$ cat src/rtl/rail_seq_pkg.sv
package rail_seq_pkg;

  typedef enum logic [2:0] {
    ST_IDLE,
    ST_ON_DELAY,
    ST_RISE,
    ST_ON,
    ST_OFF_DELAY,
    ST_FALL,
    ST_RUN_HOLD,
    ST_LATCHED
  } seqState_t;

  // Strobes from control to the timer datapath
  typedef struct packed {
    logic phaseClr;  // restart the phase counter
    logic offClr;    // restart the run-low counter
    logic tonClr;    // restart the turn-on timeout counter
    logic pgWindow;  // channel is in the on state
  } seqStb_t;

endpackage

$ cat src/rtl/rail_seq_ctrl.sv
module rail_seq_ctrl
  import rail_seq_pkg::*;
#(
  parameter int TW = 10,
  parameter int FLOOR_MS = 136
) (
  input  logic          clk,
  input  logic          rstN,
  input  logic          runIn,
  input  logic          cmdOn,
  input  logic          uvOk,
  input  logic          ovFlag,
  input  logic          clearFaults,
  input  logic          latchMode,
  input  logic [TW-1:0] tOnDelay,
  input  logic [TW-1:0] tRise,
  input  logic [TW-1:0] tOnMax,
  input  logic [TW-1:0] tOffDelay,
  input  logic [TW-1:0] tFall,
  input  logic [TW-1:0] tRestart,
  input  logic [TW+1:0] phaseCnt,
  input  logic [TW+1:0] offCnt,
  input  logic [TW+1:0] tonCnt,
  input  logic          uvReached,
  output seqStb_t       stb,
  output logic          stageEn,
  output logic          runPullDown,
  output logic          tonFault,
  output logic          ovFault
);

  localparam int CW = TW + 2;
  localparam logic [CW-1:0] FLOOR = CW'(FLOOR_MS);

  seqState_t state, nextState;
  logic retryHold, armed, onPrev;
  logic chanOn, onRise, active, tonExpired, faultHit;
  logic [CW-1:0] normTgt, holdTgt;

  function automatic logic [CW-1:0] ext(input logic [TW-1:0] v);
    return {2'b00, v};
  endfunction

  always_comb begin
    chanOn     = runIn & cmdOn;
    onRise     = chanOn & ~onPrev;
    active     = (state == ST_RISE) || (state == ST_ON) ||
                 (state == ST_OFF_DELAY) || (state == ST_FALL);
    tonExpired = ((state == ST_RISE) || (state == ST_ON)) && (tOnMax != '0) &&
                 !uvOk && !uvReached && (tonCnt >= ext(tOnMax));
    faultHit   = (active && ovFlag) || tonExpired;
    normTgt    = ext(tOffDelay) + ext(tFall) + FLOOR;
    if (retryHold) holdTgt = ext(tRestart);
    else           holdTgt = (normTgt > ext(tRestart)) ? normTgt : ext(tRestart);
  end

  always_comb begin
    nextState = state;
    unique case (state)
      ST_IDLE:      if (chanOn) nextState = ST_ON_DELAY;
      ST_ON_DELAY:  if (!chanOn) nextState = ST_IDLE;
                    else if (phaseCnt >= ext(tOnDelay)) nextState = ST_RISE;
      ST_RISE:      if (phaseCnt >= ext(tRise)) nextState = ST_ON;
      ST_ON:        if (!chanOn) nextState = ST_OFF_DELAY;
      ST_OFF_DELAY: if (phaseCnt >= ext(tOffDelay)) nextState = ST_FALL;
      ST_FALL:      if (phaseCnt >= ext(tFall)) nextState = ST_RUN_HOLD;
      ST_RUN_HOLD:  if (offCnt >= holdTgt) nextState = ST_IDLE;
      ST_LATCHED:   if (armed && onRise) nextState = ST_ON_DELAY;
      default:      nextState = ST_IDLE;
    endcase
    if (faultHit) nextState = latchMode ? ST_LATCHED : ST_RUN_HOLD;
  end

  always_comb begin
    stb.phaseClr = (nextState != state);
    stb.offClr   = ((state == ST_ON) && (nextState == ST_OFF_DELAY)) ||
                   (faultHit && !latchMode);
    stb.tonClr   = (nextState == ST_RISE) && (state != ST_RISE);
    stb.pgWindow = (state == ST_ON);
    stageEn      = active;
    runPullDown  = (state == ST_OFF_DELAY) || (state == ST_FALL) ||
                   (state == ST_RUN_HOLD);
  end

  always_ff @(posedge clk) begin
    if (!rstN) begin
      state     <= ST_IDLE;
      retryHold <= 1'b0;
      armed     <= 1'b0;
      onPrev    <= 1'b0;
      tonFault  <= 1'b0;
      ovFault   <= 1'b0;
    end else begin
      state  <= nextState;
      onPrev <= chanOn;
      if (faultHit && !latchMode) retryHold <= 1'b1;
      else if (nextState == ST_OFF_DELAY) retryHold <= 1'b0;
      if (state != ST_LATCHED) armed <= 1'b0;
      else if (clearFaults)    armed <= 1'b1;
      tonFault <= tonExpired | (tonFault & ~clearFaults);
      ovFault  <= (active & ovFlag) | (ovFault & ~clearFaults);
    end
  end


  latch_stop_chk: assert property (@(posedge clk) disable iff (!rstN)
    (faultHit && latchMode) |=> (state == ST_LATCHED) && !stageEn);


  ov_resp_chk: assert property (@(posedge clk) disable iff (!rstN)
    (active && ovFlag) |=> ovFault && ((state == ST_LATCHED) || (state == ST_RUN_HOLD)));


  hold_floor_chk: assert property (@(posedge clk) disable iff (!rstN)
    ($fell(runPullDown) && (state == ST_IDLE) && !$past(retryHold))
      |-> ($past(offCnt) >= $past(normTgt)));


  ton_limit_chk: assert property (@(posedge clk) disable iff (!rstN)
    $rose(tonFault) |-> (($past(tOnMax) != '0) && ($past(tonCnt) >= ext($past(tOnMax)))));

endmodule

$ cat src/rtl/rail_seq_timers.sv
module rail_seq_timers
  import rail_seq_pkg::*;
#(
  parameter int CW = 12,
  parameter int PG_FILTER = 6
) (
  input  logic          clk,
  input  logic          rstN,
  input  logic          msTick,
  input  logic          uvOk,
  input  logic          ovFlag,
  input  seqStb_t       stb,
  output logic [CW-1:0] phaseCnt,
  output logic [CW-1:0] offCnt,
  output logic [CW-1:0] tonCnt,
  output logic          uvReached,
  output logic          powerGood
);

  localparam int NCNT = 3;
  localparam int FW = $clog2(PG_FILTER + 1);

  logic [NCNT-1:0]         clrVec;
  logic [NCNT-1:0][CW-1:0] cntVec;
  logic [FW-1:0]           pgCnt;
  logic                    pgGood;

  assign clrVec   = {stb.tonClr, stb.offClr, stb.phaseClr};
  assign phaseCnt = cntVec[0];
  assign offCnt   = cntVec[1];
  assign tonCnt   = cntVec[2];
  assign pgGood   = uvOk & ~ovFlag;

  // Saturating millisecond counters, one per timer
  for (genvar i = 0; i < NCNT; i++) begin : g_cnt
    always_ff @(posedge clk) begin
      if (!rstN || clrVec[i])                 cntVec[i] <= '0;
      else if (msTick && (cntVec[i] != '1))   cntVec[i] <= cntVec[i] + 1'b1;
    end
  end

  always_ff @(posedge clk) begin
    if (!rstN || stb.tonClr) uvReached <= 1'b0;
    else if (uvOk)           uvReached <= 1'b1;
  end

  // Power-good: immediate rise, filtered fall
  always_ff @(posedge clk) begin
    if (!rstN || !stb.pgWindow) begin
      powerGood <= 1'b0;
      pgCnt     <= '0;
    end else if (pgGood) begin
      powerGood <= 1'b1;
      pgCnt     <= '0;
    end else if (powerGood) begin
      if (pgCnt == FW'(PG_FILTER - 1)) begin
        powerGood <= 1'b0;
        pgCnt     <= '0;
      end else begin
        pgCnt <= pgCnt + 1'b1;
      end
    end
  end


  pg_window_chk: assert property (@(posedge clk) disable iff (!rstN)
    powerGood |-> $past(stb.pgWindow));


  pg_hold_chk: assert property (@(posedge clk) disable iff (!rstN)
    ($past(powerGood) && stb.pgWindow && $past(stb.pgWindow) && $past(pgCnt) != FW'(PG_FILTER - 1))
      |-> powerGood);

endmodule

$ cat src/rtl/rail_sequencer.sv
module rail_sequencer
  import rail_seq_pkg::*;
#(
  parameter int TW = 10,
  parameter int FLOOR_MS = 136,
  parameter int PG_FILTER = 6
) (
  input  logic          clk,
  input  logic          rstN,
  input  logic          msTick,
  input  logic          runIn,
  input  logic          cmdOn,
  input  logic          uvOk,
  input  logic          ovFlag,
  input  logic          clearFaults,
  input  logic          latchMode,
  input  logic [TW-1:0] tOnDelay,
  input  logic [TW-1:0] tRise,
  input  logic [TW-1:0] tOnMax,
  input  logic [TW-1:0] tOffDelay,
  input  logic [TW-1:0] tFall,
  input  logic [TW-1:0] tRestart,
  output logic          stageEn,
  output logic          runPullDown,
  output logic          powerGood,
  output logic          tonFault,
  output logic          ovFault
);

  localparam int CW = TW + 2;

  seqStb_t       stb;
  logic [CW-1:0] phaseCnt, offCnt, tonCnt;
  logic          uvReached;

  rail_seq_ctrl #(.TW(TW), .FLOOR_MS(FLOOR_MS)) u_ctrl (
    .clk(clk), .rstN(rstN), .runIn(runIn), .cmdOn(cmdOn), .uvOk(uvOk),
    .ovFlag(ovFlag), .clearFaults(clearFaults), .latchMode(latchMode),
    .tOnDelay(tOnDelay), .tRise(tRise), .tOnMax(tOnMax),
    .tOffDelay(tOffDelay), .tFall(tFall), .tRestart(tRestart),
    .phaseCnt(phaseCnt), .offCnt(offCnt), .tonCnt(tonCnt),
    .uvReached(uvReached), .stb(stb), .stageEn(stageEn),
    .runPullDown(runPullDown), .tonFault(tonFault), .ovFault(ovFault)
  );

  rail_seq_timers #(.CW(CW), .PG_FILTER(PG_FILTER)) u_timers (
    .clk(clk), .rstN(rstN), .msTick(msTick), .uvOk(uvOk), .ovFlag(ovFlag),
    .stb(stb), .phaseCnt(phaseCnt), .offCnt(offCnt), .tonCnt(tonCnt),
    .uvReached(uvReached), .powerGood(powerGood)
  );

endmodule

$ cat config.mk
export PLATFORM = sky130hd
export DESIGN_NAME = rail_sequencer
export DESIGN_NICKNAME = d
export VERILOG_FILES = /design/src/rtl/rail_seq_pkg.sv /design/src/rtl/rail_seq_ctrl.sv /design/src/rtl/rail_seq_timers.sv /design/src/rtl/rail_sequencer.sv
export SDC_FILE = /design/constraint.sdc
export NUM_CORES = 1
export LEC_CHECK = 0
export BUFFER_PORTS_ARGS = -buffer_cell sky130_fd_sc_hd__buf_2
export CAP_MARGIN = 15
export CORE_MARGIN = 8
export CORE_UTILIZATION = 40
export CTS_BUF_LIST = sky130_fd_sc_hd__clkbuf_2
export DETAILED_ROUTE_END_ITERATION = 10
export PLACE_DENSITY = 0.61
export SYNTH_ARGS = -nofsm -noshare
export SYNTH_HDL_FRONTEND = slang
export SYNTH_SLANG_ARGS = --single-unit
export TNS_END_PERCENT = 1
$ cat constraint.sdc
create_clock -name clk -period 9.53 [get_ports clk]
set_input_delay 1.906 -clock clk [delete_from_list [all_inputs] [get_ports clk]]
set_output_delay 1.906 -clock clk [all_outputs]
set_load 0.005 [all_outputs]
==> results.md <==
Worst setup path:
- Among the stages of the critical path, the cell type that occurs most often is ha_1.
- For this run, the slowest stage of the critical path takes between 500 and 600 ps.
- The worst reg2reg path depth is 13.
- The worst setup path is captured at a flop.
- Along the worst path, the maximum fanout reaches 12.
- The number of buffers and inverters on the critical path is 2.
- The cell class contributing the biggest share of worst-path delay is compound AO/OA/AOI/OAI gates.
- For this design, the slowest cell found on the critical path is a221o_1.
- At the worst endpoint, the required time is between 9000 and 10000 ps.
- The startpoint type of the worst setup path is an input port.
- In this run the number of cells on the critical path is 26.
- The worst setup path is of the in -> reg kind.
- The data arrival time of the worst path is approximately 8100 ps.

Routing:
- The routed length per placed instance is approximately 15 um.
- The routed design has ~12000 um of wire.
- In the routed layout, each cell is associated on average with a via count of 5.447.
- The detailed-route via count is 4456.
- Once detail routing completed, the nets flagged for antenna violations numbered 0.
- The number of iterations in the first detailed-routing pass is 4.
- The violation count after the first detailed-routing iteration is roughly 190.
- In the routed design, unresolved DRC markers number 0.

STA:
- Across the routed clock network, the largest skew measured is ~33 ps.
- The relative max-transition margin is 0.3728.
- Setup repair after global routing left no endpoint under its margin.
- The slew of the pin with the lowest slew margin is 932.8 ps.
- For this run, the top clock speed supported by timing is about 130 MHz.
- The hold violation count in the final report was 0.
- Setup slack on the critical path of the routed design comes to between 1500 and 2000 ps.
- The clock period minus final worst setup slack is 7703 ps.
- The final cycle utilization of the critical path is 0.8083.
- The number of slew-limit violations in the final report came to 0.
- The number of setup violations in the final report is 0.
- For the final routed database, the setup TNS stands at 0 ps.

GRT:
- The first global-routing pass estimated between 20000 and 25000 um of wire.
- The number of global-route vias before repair was about 4500.
- The pin count of the biggest net entering global routing is 17.
- The initial antenna violation count was 0.
- The global route total overflow is 0.
- For this run, the total global-route usage over all layers was measured as 0.1525.

Synth:
- Among all flip-flop cells after synthesis, the most frequent one is dfxtp_1.
- The number of nets handed over by synthesis was around 760.
- Counting flops with an async set or reset pin after synthesis yields a share of 0.
- The number of synthesized register bits is 49.
- Of the synthesized area, sequential elements account for 0.1987.
- In the synthesized netlist, the number of instances is between 500 and 600.
- The count of unique library cells instantiated by Yosys is 73.
- Summing every instance area after synthesis gives between 4000 and 5000 um^2.
- The synthesized area per cell is 8.242 um^2.
- The synthesis warning total is 0.
- The synthesized design contains 0 enable-type register cells.
- The share of synthesized area in the top cell type comes to 0.2179.
- The cell type contributing the most total cell area after synthesis is ha_1.
- Yosys attributes the largest share of cell area to ha_1 22%, dfxtp_1 20%, inv_1 5.3%.

Clocking:
- The deepest clock path buffer count is 2.
- Counting the buffers created by CTS gives 5.
- The clock transition time at the flip-flop clock pins of the worst setup and hold paths is between 200 and 300 ps.
- The clock tree synthesis step divided the H-tree into 2 levels.
- The number of buffers added for setup after CTS is 0.
- The number of clock sinks is roughly 50.
- The root buffer cell chosen for the clock tree is clkbuf_2.
- After clock tree synthesis, the flow added hold-fix buffers numbering 0.
- At the later pin of the worst-skew pair, clock insertion delay measures between 400 and 500 ps.
- The count of instances resized after the clock tree is built is 0.
- TritonCTS built the clock tree.

Power:
- The power dissipated by switching net loads is 0.2030 mW.
- The switching share of power is 0.3463.
- The design draws a little under 0.6 mW.
- The maximum vdd drop is ~0.056 mV.
- Internal power comes to approximately 0.38 mW.
- The analysis attributes to cell leakage a power of ~2.7 nW.
- The relative contribution of combinational cells to total power is 0.387.
- The clock group share of total power is 0.248.
- The power per unit of standard cell area is between 100 and 150 nW/um^2.
- The part of the power in registers is 0.364.

Floorplan:
- The number of placement rows is 40.
- The vertical die dimension is around 130 um.
- The effective utilization at floorplan is 0.4110.
- The die covers between 15000 and 20000 um^2.
- In this run the standard cell core region covers 12010 um^2.
- In this run the count of I/O pins placed on the die edge is 74.
- The width of the die is ~130 um.

Flow run:
- The count of max-cap constraint violations is 0.

Finish:
- The final core utilization is 0.4608.
- The number of nets in the finished design is roughly 830.
- The number of diodes is 0.
- Counting the fill cells in the layout gives roughly 1200.
- The fraction of final layout cells with drive strength greater than 1 is 0.1580.
- The area growth from synthesis to layout is 12.11%.

Hold path:
- The worst hold path was traced through 2 stages.
- The kind of path behind the tightest hold check is reg -> reg.

Run status:
- The run finished with clean final reports.

Placement:
- The post-place setup slack is ~1400 ps.
- The placer's final routability congestion estimate is roughly 0.85.
- The number of I/O port buffers is between 70 and 80.
- The detailed placer's ending HPWL is 10380 um.
logic make-up after synthesis:
group	count (synthesis)	synth area share
buffers and inverters	81	0.06462
xor gates and xnor gates	46	0.08160
AOI/OAI and AO/OA	118	0.1822
muxes	14	0.02864
DFF	49	0.1987
adders and majority gates	87	0.2220
and+or+nand+nor	204	0.2223
area by class of cell:
cell class | instances | area [um^2] | area share
Inverter | 71 | 266.5 | 0.04815
Tap cell | 147 | 183.9 | 0.03323
Clock buffer | 5 | 25.02 | 0.004521
Clock inverter | 3 | 68.82 | 0.01243
Multi-Input combinational cell | 469 | 3637 | 0.6571
Timing Repair Buffer | 74 | 372.9 | 0.06736
Sequential cell | 49 | 980.9 | 0.1772
worst min-delay path: cells and delay by family, from the launching register on:
family / cells / cell delay, ps
compound gates: 1 / 70
flops: 1 / 380
simple gates: 1 / 60
synthesized netlist by cell type, types with 3 or more instances:
cell and number:
o211a_1 3, a21oi_1 18, a2111oi_0 3, inv_1 70, a31oi_1 6, nor2b_1 4, xnor2_1 23, nor3b_2 9
a21o_1 7, nand4_1 14, nand3_1 20, o21a_1 3, o211ai_1 10, a211o_1 6, o21ai_1 5, and3b_1 3
and3_1 4, nand2b_1 14, o22ai_1 3, nor2_1 62, clkbuf_1 5, buf_2 3, xor2_1 23, nor4_1 5
nor3b_1 5, a311oi_1 3, and4_1 4, a211oi_1 8, mux2i_1 13, dfxtp_1 49, nand2_1 35, ha_1 86
nor3_1 14, o21ai_0 14
state kept, by name, indices dropped and copies added, names as in the netlist:
register            cells
u_timers.uvReached      1
u_ctrl.armed            1
u_timers.powerGood      1
u_timers.phaseCnt      12
u_ctrl.onPrev           1
u_ctrl.ovFault          1
u_ctrl.retryHold        1
u_timers.tonCnt        12
u_ctrl.state            3
u_ctrl.tonFault         1
u_timers.offCnt        12
u_timers.pgCnt          3
layout by cell type, fill, tap and decap left out, types with 4 or more instances in the layout:
cell      Yosys  routed
o21ai_1       5       5
a21oi_1      18      18
dfxtp_1      49      49
nor4_1        5       5
nor2_1       62      62
xor2_1       23      23
a211oi_1      8       8
nand4_1      14      14
o21ai_0      14      14
ha_1         86      86
and3_1        4       4
nor3_1       14      14
buf_2         3      73
mux2i_1      13      13
a211o_1       6       6
inv_1        70      70
o211ai_1     10      10
nand2b_1     14      14
nor3b_2       9       9
a21o_1        7       7
nor3b_1       5       5
nor2b_1       4       4
and4_1        4       4
xnor2_1      23      23
nand3_1      20      20
clkbuf_2      0       5
a31oi_1       6       6
nand2_1      35      35
power groups by stage:
stage	Sequential (mW)	Combinational, mW	Clock, mW
floorplan	0.216	0.168	0
global placement	0.217	0.217	0
detailed placement	0.217	0.228	0
CTS	0.214	0.229	0.149
global route	0.215	0.261	0.156
finish	0.214	0.227	0.146
stage by stage:
step | instance area (um^2) | hold slack, ps | instances
2_1_floorplan | 4937 | 449.8 | 599
3_3_place_gp | 5441 | 467.1 | 810
3_5_place_dp | 5441 | 472.1 | 810
4_1_cts | 5535 | 502.3 | 818
5_1_grt | 5535 | 521.7 | 818
6_report | 5535 | 499.7 | 818
routing by layer:
metal	up-vias	global-route usage	share of wire
met4	0	0.03009	0.010
met3	10	0.02953	0.043
met2	87	0.2681	0.48
met5	-	0	0
met1	2066	0.1890	0.47
li1	2293	-	-
path summary, 6_finish.rpt:
path                                                    start  slack, ps                                end
worst max-delay path                             tOffDelay[0]       1830  u_timers.phaseCnt[6]$_SDFFE_PP0P_
worst min-delay path                u_ctrl.ovFault$_SDFF_PN0_        500          u_ctrl.ovFault$_SDFF_PN0_
worst max register to register  u_ctrl.retryHold$_SDFFE_PN0P_       5870  u_timers.phaseCnt[6]$_SDFFE_PP0P_
worst min register to register      u_ctrl.ovFault$_SDFF_PN0_        500          u_ctrl.ovFault$_SDFF_PN0_
(Power assumes the default switching activity.)
